File: src/rtl/fpsc_pkg.sv
// Package: field positions and shared types of the floating-point status word.
// Assumes a 32-bit word. Exception vectors hold bit 0 = inexact up to bit 5 = error.
package fpsc_pkg;
    localparam int WORD_W    = 32;
    localparam int RND_W     = 2;
    localparam int ARITH_N   = 5;               // exceptions that carry flag and enable
    localparam int EXC_N     = ARITH_N + 1;     // plus the error cause
    localparam int RND_LSB   = 0;
    localparam int FLAG_LSB  = RND_LSB + RND_W;
    localparam int EN_LSB    = FLAG_LSB + ARITH_N;
    localparam int CAUSE_LSB = EN_LSB + ARITH_N;
    localparam int DNRM_BIT  = CAUSE_LSB + EXC_N;
    localparam int PREC_BIT  = DNRM_BIT + 1;
    localparam int XFER_BIT  = PREC_BIT + 1;
    localparam int NAN_BIT   = XFER_BIT + 2;    // bit between transfer and NaN is reserved
    localparam logic [RND_W-1:0] RND_RESET = 2'b01;

    typedef logic [ARITH_N-1:0] arith_vec_t;
    typedef logic [EXC_N-1:0]   exc_vec_t;
endpackage

File: src/rtl/fpsc_mode_reg.sv
// Mode register: rounding code, precision, transfer size and NaN handling.
// Assumes wr_en is a single-cycle write strobe. It flags reserved rounding codes.
module fpsc_mode_reg
    import fpsc_pkg::*;
#(
    parameter int RW = RND_W
) (
    input  logic          clk,
    input  logic          rst_n,
    input  logic          wr_en,
    input  logic [RW-1:0] wr_round,
    input  logic          wr_double,
    input  logic          wr_wide,
    input  logic          wr_snan,
    output logic [RW-1:0] round_q,
    output logic          double_q,
    output logic          wide_q,
    output logic          snan_q,
    output logic          round_rsv
);
    // Holds the mode fields; loads them on a software write.
    always_ff @(posedge clk) begin
        if (!rst_n) begin
            round_q  <= RW'(RND_RESET);
            double_q <= 1'b0;
            wide_q   <= 1'b0;
            snan_q   <= 1'b0;
        end else if (wr_en) begin
            round_q  <= wr_round;
            double_q <= wr_double;
            wide_q   <= wr_wide;
            snan_q   <= wr_snan;
        end
    end

    // Reserved codes are those with the top bit set (10 and 11).
    always_comb begin
        round_rsv = round_q[RW-1];
    end

    AST_MODE_HOLD: assert property (@(posedge clk) disable iff (!rst_n)
        !wr_en |=> ($stable(round_q) && $stable(double_q) && $stable(wide_q) && $stable(snan_q)));
endmodule

File: src/rtl/fpsc_exc_track.sv
// Exception tracker: cause, enable and sticky flag fields.
// Assumes exc_in events are single-cycle pulses. op_start clears cause before
// same-cycle events are merged, and a write is overlaid by same-cycle events.
module fpsc_exc_track
    import fpsc_pkg::*;
#(
    parameter bit HAS_ERR = 1'b1,
    parameter int AN      = ARITH_N,
    localparam int EN     = AN + 1
) (
    input  logic          clk,
    input  logic          rst_n,
    input  logic          wr_en,
    input  logic [AN-1:0] wr_flag,
    input  logic [AN-1:0] wr_enable,
    input  logic [EN-1:0] wr_cause,
    input  logic          op_start,
    input  logic [EN-1:0] exc_in,
    output logic [AN-1:0] flag_q,
    output logic [AN-1:0] enable_q,
    output logic [EN-1:0] cause_q
);
    logic [EN-1:0] exc_eff;
    logic [EN-1:0] cause_base;
    logic [EN-1:0] cause_d;
    logic [AN-1:0] flag_d;

    // Error-support variant: keep or drop the error event and error cause.
    generate
        if (HAS_ERR) begin : g_err
            always_comb begin
                exc_eff = exc_in;
            end
        end else begin : g_no_err
            logic err_unused;
            always_comb begin
                exc_eff    = {1'b0, exc_in[AN-1:0]};
                err_unused = exc_in[EN-1] ^ wr_cause[EN-1];
            end
            AST_NO_ERR_CAUSE: assert property (@(posedge clk) disable iff (!rst_n)
                1'b1 |=> !cause_q[EN-1]);
        end
    endgenerate

    // Next cause: start from the write or the held value, clear on op start, then merge events.
    always_comb begin
        cause_base = wr_en ? wr_cause : cause_q;
        if (op_start) begin
            cause_base = '0;
        end
        cause_d = cause_base | exc_eff;
        if (!HAS_ERR) begin
            cause_d[EN-1] = 1'b0;
        end
    end

    // Next flags: the write or the held value, with every arithmetic event accumulated.
    always_comb begin
        flag_d = (wr_en ? wr_flag : flag_q) | exc_eff[AN-1:0];
    end

    // State update for the three exception fields.
    always_ff @(posedge clk) begin
        if (!rst_n) begin
            cause_q  <= '0;
            flag_q   <= '0;
            enable_q <= '0;
        end else begin
            cause_q <= cause_d;
            flag_q  <= flag_d;
            if (wr_en) begin
                enable_q <= wr_enable;
            end
        end
    end

    AST_CAUSE_CLEAR: assert property (@(posedge clk) disable iff (!rst_n)
        (op_start && !wr_en && (exc_in == '0)) |=> (cause_q == '0));
    AST_EXC_LATCH: assert property (@(posedge clk) disable iff (!rst_n)
        (exc_eff != '0) |=> ((cause_q & $past(exc_eff)) == $past(exc_eff)));
    AST_FLAG_STICKY: assert property (@(posedge clk) disable iff (!rst_n)
        !wr_en |=> ((flag_q & $past(flag_q)) == $past(flag_q)));
endmodule

File: src/rtl/fpsc_trap.sv
// Trap request: any arithmetic cause paired with its enable, or the error cause.
// Assumes cause and enable come straight from registers (purely combinational here).
module fpsc_trap
    import fpsc_pkg::*;
#(
    parameter int AN  = ARITH_N,
    localparam int EN = AN + 1
) (
    input  logic [EN-1:0] cause,
    input  logic [AN-1:0] enable,
    output logic          trap
);
    logic [AN-1:0] hit;

    // One AND gate per arithmetic exception.
    generate
        for (genvar k = 0; k < AN; k++) begin : g_hit
            always_comb begin
                hit[k] = cause[k] & enable[k];
            end
        end
    endgenerate

    // The error cause traps without an enable.
    always_comb begin
        trap = (|hit) | cause[EN-1];
    end
endmodule

File: src/rtl/fp_status_ctrl.sv
// Top: floating-point status/control word with software access and datapath event input.
// Assumes synchronous active-low reset and single-cycle strobes. The read word is
// assembled from registers; reserved bits read 0 and the denormal bit reads 1.
module fp_status_ctrl
    import fpsc_pkg::*;
#(
    parameter bit HAS_ERR = 1'b1
) (
    input  logic                clk,
    input  logic                rst_n,
    input  logic                wr_en,
    input  logic [WORD_W-1:0]   wr_data,
    input  logic                op_start,
    input  logic [EXC_N-1:0]    exc_bits,
    output logic [WORD_W-1:0]   rd_data,
    output logic                trap_req,
    output logic                round_reserved,
    output logic [RND_W-1:0]    cfg_round,
    output logic                cfg_double,
    output logic                cfg_wide,
    output logic                cfg_snan
);
    arith_vec_t flag_q;
    arith_vec_t enable_q;
    exc_vec_t   cause_q;
    logic       wr_unused;

    // Sink for write bits that have no storage (reserved and denormal).
    always_comb begin
        wr_unused = ^{wr_data[WORD_W-1:NAN_BIT+1], wr_data[XFER_BIT+1], wr_data[DNRM_BIT]};
    end

    fpsc_mode_reg #(.RW(RND_W)) u_mode (
        .clk       (clk),
        .rst_n     (rst_n),
        .wr_en     (wr_en),
        .wr_round  (wr_data[RND_LSB +: RND_W]),
        .wr_double (wr_data[PREC_BIT]),
        .wr_wide   (wr_data[XFER_BIT]),
        .wr_snan   (wr_data[NAN_BIT]),
        .round_q   (cfg_round),
        .double_q  (cfg_double),
        .wide_q    (cfg_wide),
        .snan_q    (cfg_snan),
        .round_rsv (round_reserved)
    );

    fpsc_exc_track #(.HAS_ERR(HAS_ERR), .AN(ARITH_N)) u_exc (
        .clk       (clk),
        .rst_n     (rst_n),
        .wr_en     (wr_en),
        .wr_flag   (wr_data[FLAG_LSB +: ARITH_N]),
        .wr_enable (wr_data[EN_LSB +: ARITH_N]),
        .wr_cause  (wr_data[CAUSE_LSB +: EXC_N]),
        .op_start  (op_start),
        .exc_in    (exc_bits),
        .flag_q    (flag_q),
        .enable_q  (enable_q),
        .cause_q   (cause_q)
    );

    fpsc_trap #(.AN(ARITH_N)) u_trap (
        .cause  (cause_q),
        .enable (enable_q),
        .trap   (trap_req)
    );

    // Assemble the read word from the stored fields.
    always_comb begin
        rd_data                         = '0;
        rd_data[RND_LSB +: RND_W]       = cfg_round;
        rd_data[FLAG_LSB +: ARITH_N]    = flag_q;
        rd_data[EN_LSB +: ARITH_N]      = enable_q;
        rd_data[CAUSE_LSB +: EXC_N]     = cause_q;
        rd_data[DNRM_BIT]               = 1'b1;
        rd_data[PREC_BIT]               = cfg_double;
        rd_data[XFER_BIT]               = cfg_wide;
        rd_data[NAN_BIT]                = cfg_snan;
    end

    AST_RSV_ROUND: assert property (@(posedge clk) disable iff (!rst_n)
        (wr_en && wr_data[RND_LSB + RND_W - 1]) |=> round_reserved);
    AST_ERR_TRAPS: assert property (@(posedge clk) disable iff (!rst_n)
        (HAS_ERR && exc_bits[EXC_N-1]) |=> trap_req);
endmodule

File: config.mk
export PLATFORM = sky130hd
export DESIGN_NAME = fp_status_ctrl
export DESIGN_NICKNAME = d
export VERILOG_FILES = /design/src/rtl/fpsc_pkg.sv /design/src/rtl/fpsc_mode_reg.sv /design/src/rtl/fpsc_exc_track.sv /design/src/rtl/fpsc_trap.sv /design/src/rtl/fp_status_ctrl.sv
export SDC_FILE = /design/constraint.sdc
export NUM_CORES = 1
export LEC_CHECK = 0
export BUFFER_PORTS_ARGS = -buffer_cell sky130_fd_sc_hd__buf_4
export CAP_MARGIN = 40
export CORE_AREA = 2 2 53 55
export CTS_CLUSTER_SIZE = 10
export DETAILED_ROUTE_END_ITERATION = 16
export DIE_AREA = 0 0 55 57
export PLACE_DENSITY_LB_ADDON = 0.2
export SETUP_SLACK_MARGIN = 0.15
export SYNTH_ARGS = -nofsm -noshare
export SYNTH_HDL_FRONTEND = slang
export SYNTH_SLANG_ARGS = --single-unit
File: constraint.sdc
create_clock -name clk -period 2.45 [get_ports clk]
set_clock_uncertainty 0.2 [all_clocks]
set_input_delay 0.49 -clock clk [delete_from_list [all_inputs] [get_ports clk]]
set_output_delay 0.49 -clock clk [all_outputs]
set_load 0.01 [all_outputs]
# Word-level counts from Yosys, hierarchy flattened
# Cells that the tools add are included.
# Widths: inputs -> output; s select.
totals:
  regBits: 21
  input_bits: 42
  output_inout_bits: 39
op_classes:
  mux: 3
  bitwise_logic: 8
  reduce_logical: 1
op_table:
  columns: ["op", "count"]
  rows:
  - ["$mux 6", 2]
  - ["$or 6x6->6", 1]
  - ["$and 1x1->1", 5]
  - ["$mux 5", 1]
  - ["$or 5x5->5", 1]
  - ["$reduce_or 5->1", 1]
  - ["$or 1x1->1", 1]

# Longest topological paths before layout
logic_depth:
  word_depth: 3
  ltp_mapped: 3
  mapped_depth_nobuf: 2

# Hierarchy
# Synthesis repeated with hierarchy kept, for this count alone.
hier_totals:
  hier_cells: 97
  hier_area_um2: 1014.7
by_module_without_submodules:
  columns: ["module", "instances", "cells_each", "area_per_inst_um2", "seq_area_each_um2"]
  rows:
  - ["fpsc_exc_track", 1, 58, 664.4, 320.3]
  - ["fpsc_mode_reg", 1, 17, 197.7, 100.1]
  - ["fp_status_ctrl", 1, 18, 127.6, 0.0]
  - ["fpsc_trap", 1, 4, 25.0, 0.0]

# Worst setup path before layout
# OpenSTA, ideal clock, no wires.
synth_path:
  path_kind: "input -> register"
  startpoint: "in wr_en"
  endpoint: "reg u_exc.flag_q[0]"
  setup_time_ps: 115
  arrival_time_ps: 1077
  required_ps: 2135
  setup_slack_ps: 1058
  path_stages: 3
  path_buffers: 1
  path_cell_list: "buf_6 mux2_4 o21a_1"
synth_between:
  elab_chain_len: 2
synth_rtl:
  columns: ["element", "line", "text"]
  rows:
  - ["start: declaration", "fp_status_ctrl.sv:11", "input logic wr_en,"]
  - ["$mux 5", "fpsc_exc_track.sv:59", "flag_d = (wr_en ? wr_flag : flag_q) | exc_eff[AN-1:0];"]
  - ["$or 5x5->5", "fpsc_exc_track.sv:59", null]
  - ["end signal: assignment", "fpsc_exc_track.sv:70", "flag_q <= flag_d;"]
  - ["end: declaration", "fpsc_exc_track.sv:19", "output logic [AN-1:0] flag_q,"]
# Every way passes these cells.
# A chain may end at the register's enable or synchronous reset.

# Worst setup path in the final report
layout_path:
  startpoint: "reg u_exc.cause_q[0]"
  endpoint: "out trap_req"
layout_between:
  elab_chain_len: 3
layout_rtl:
  columns: ["element", "line", "text"]
  rows:
  - ["start: declaration", "fpsc_exc_track.sv:21", "output logic [EN-1:0] cause_q"]
  - ["start signal: assignment", "fpsc_exc_track.sv:69", "cause_q <= cause_d;"]
  - ["$and 1x1->1", "fpsc_trap.sv:19", "hit[k] = cause[k] & enable[k];"]
  - ["$reduce_or 5->1", "fpsc_trap.sv:26", "trap = (|hit) | cause[EN-1];"]
  - ["$or 1x1->1", "fpsc_trap.sv:26", null]
  - ["end: declaration", "fp_status_ctrl.sv:16", "output logic trap_req,"]
# Every way passes these cells.

==> flow_summary.toml <==
[power_and_ir_drop]
pwr-share-comb = 0.240
switchingPower_mw = 0.193
irDropWorstVdd_mv = 0.285
pwr_density_cell_nw_per_um2 = 524
intPower_mw = 0.529
leakage_nw = 0.704
clkPwrFrac = 0.229
p_seq_frac = 0.530
swShare = 0.267

[logic_synthesis]
ys_types = 16
avgSynthCellArea_um2 = 10.3
ys.warnings.count = 0
synth_seq_cells = 21
syn-instance-count = 97
syn_area_um2 = 995
yosysSeqAreaShare = 0.423

[clocking]
htree_levels = 1
post_cts_buffers = 0
clockRootBuffer = "clkbuf_4"
clk_pin_slew_ps = 120
cts_tree = "built"
clock_sinks = 21
cts_buffers = 3
holdBufCountCts = 0
insertion_delay_ps = 300
cts_resized = 0
clockBufferDepth = 2

[finish]
antennaDiodeCount = 0
synthToLayoutAreaGrowth_pct = 38.4
layout.cells.non_filler = 178
multi_input_area_um2 = 454
fin_nets = 190
num-fill-cells = 245
register_area_um2 = 420
drive_gt1_frac = 0.456

[critical_path]
crit_type = "flip-flop to output pin"
worstPathRequired_ps = 1760
ff2ff_path_depth = 2
cp_data_arrival_time_ps = 1080
cp-end-kind = "output pin"
critical_path.max_fanout = 3
critical-path-max-stage-delay_ps = 340
critPathSlowestCell = "dfxtp_1"
crit_chain = "a21oi_1 -> nand3_1 -> buf_4"
worstSetupStartpointType = "flip-flop"

[grt]
grt_pass1_vias = 725
track_usage = 0.134
grt_max_degree = 23
overflow = 0
grt_pass1_wl_mm = 3.04
antenna_found_initial = 0

[status]
status = "complete, no violations"

[sta]
fmax_mhz = 566
fin_setup_tns_ps = 0
period_share = 0.721
slew_violations = 0
worst_slack_ps = 683
post-route-min-period_ps = 1770
setup_violations = 0
grt_setup_unrepaired = "false"
hold_violations = 0

[die]
pin_count = 81
coreArea_um2 = 2620
start_util = 0.380
chipHeight_um = 57
rows = 19
die_w_um = 55
fp.dieArea_um2 = 3140

[routing]
firstDrtPassIters = 2
wirelength_mm = 2.06
route.detailed.drc = 0
postRouteAntennaNets = 0
routed-via-count = 775
detail_route.vias_per_cell = 4.35
dr.first_iter.drc_count = 1
wire_per_inst_um = 11.6

[placed_design]
place_inst = 174
dp_hpwl_mm = 1.56
port_buffers = 58
routabilityCongestion = 0.652
place_ws_ps = 763

[hold_path]
min_delay_path_depth = 3
hp-class = "input port to flip-flop"

[flow_run]
drv_cap = 0
## critical path, delay by kind of cell (launching register included)
kind	cells	cell delay (ps)
flops	1	340
buf+inv	1	150
compound gates	1	190
simple gates	1	100
## cells in the mapped netlist, drive strengths merged
library cell | count | share of area
a21oi | 1 | 0.0050
o21a | 5 | 0.038
nand3 | 1 | 0.0050
clkbuf | 2 | 0.0075
nor2b | 9 | 0.057
conb | 2 | 0.0075
buf | 19 | 0.15
nand2 | 7 | 0.026
nand2b | 1 | 0.0063
o21ai | 6 | 0.030
mux2i | 16 | 0.16
dfxtp | 21 | 0.42
a22oi | 2 | 0.015
mux2 | 5 | 0.072
## power groups by stage
stage | clock (mW) | sequential (mW) | combinational (mW)
floorplan | 0 | 0.400 | 0.0929
global placement | 0 | 0.389 | 0.173
detailed placement | 0 | 0.391 | 0.176
CTS | 0.179 | 0.383 | 0.176
global route | 0.190 | 0.387 | 0.190
finish | 0.165 | 0.383 | 0.174
## routing by layer
metal,global-route usage,part of all wire
met1,0.156,0.42
met2,0.233,0.49
met3,0.0262,0.080
met4,0.0523,0.0058
met5,0,0
## through the flow
stage	util	area (um2)	total power, mW	hold WS, ps
6_report	0.526	1380	0.722	196
5_1_grt	0.526	1380	0.766	185
4_1_cts	0.526	1380	0.739	174
3_5_place_dp	0.516	1350	0.566	294
3_3_place_gp	0.516	1350	0.563	285
2_1_floorplan	-	1030	0.493	333
## layout by cell type (no fill, tap or decap)
| cell type | count |
|---|---|
| buf_4 | 58 |
| dfxtp_1 | 21 |
| mux2i_1 | 16 |
| conb_1 | 11 |
| nor2b_1 | 9 |
| nand2_1 | 7 |
| o21ai_1 | 6 |
| o21a_1 | 5 |
| mux2_4 | 4 |
| clkbuf_4 | 3 |
| a22oi_1 | 2 |
| a21oi_1 | 1 |
| nand3_1 | 1 |
| nand2b_1 | 1 |
| mux2_2 | 1 |
| clkinv_2 | 1 |
## final cells by class
class,count,share of cell area
clock inverter,1,0.00364
sequential,21,0.305
tap,31,0.0282
clock buffer,3,0.0164
multi-input combinational,64,0.330
timing repair buffer,58,0.316
## path summary, 6_finish.rpt
kind / start / endpoint / slack [ps]
worst max-delay path: u_exc.cause_q[0] / trap_req / 680
worst min-delay path: exc_bits[5] / u_exc.cause_q[5] / 200
worst max register to register: u_exc.flag_q[1] / u_exc.flag_q[1] / 1400
worst min register to register: u_mode.round_q[0] / u_mode.round_q[0] / 320
## kinds of logic (layout without fill, tap and decap cells)
family | after synthesis | in the layout | synth area share
mux | 21 | 21 | 0.233
buf+inv | 21 | 62 | 0.155
simple gates | 18 | 18 | 0.0943
other cells | 2 | 11 | 0.00755
flops | 21 | 21 | 0.423
compound gates | 14 | 14 | 0.0880
## state kept, by name, summed over array words and instances, names as in the netlist
register	flops
u_mode.double_q	1
u_mode.round_q	2
u_mode.wide_q	1
u_exc.enable_q	5
u_exc.flag_q	5
u_mode.snan_q	1
u_exc.cause_q	6
Note: power is estimated with default switching activity, not from simulation.
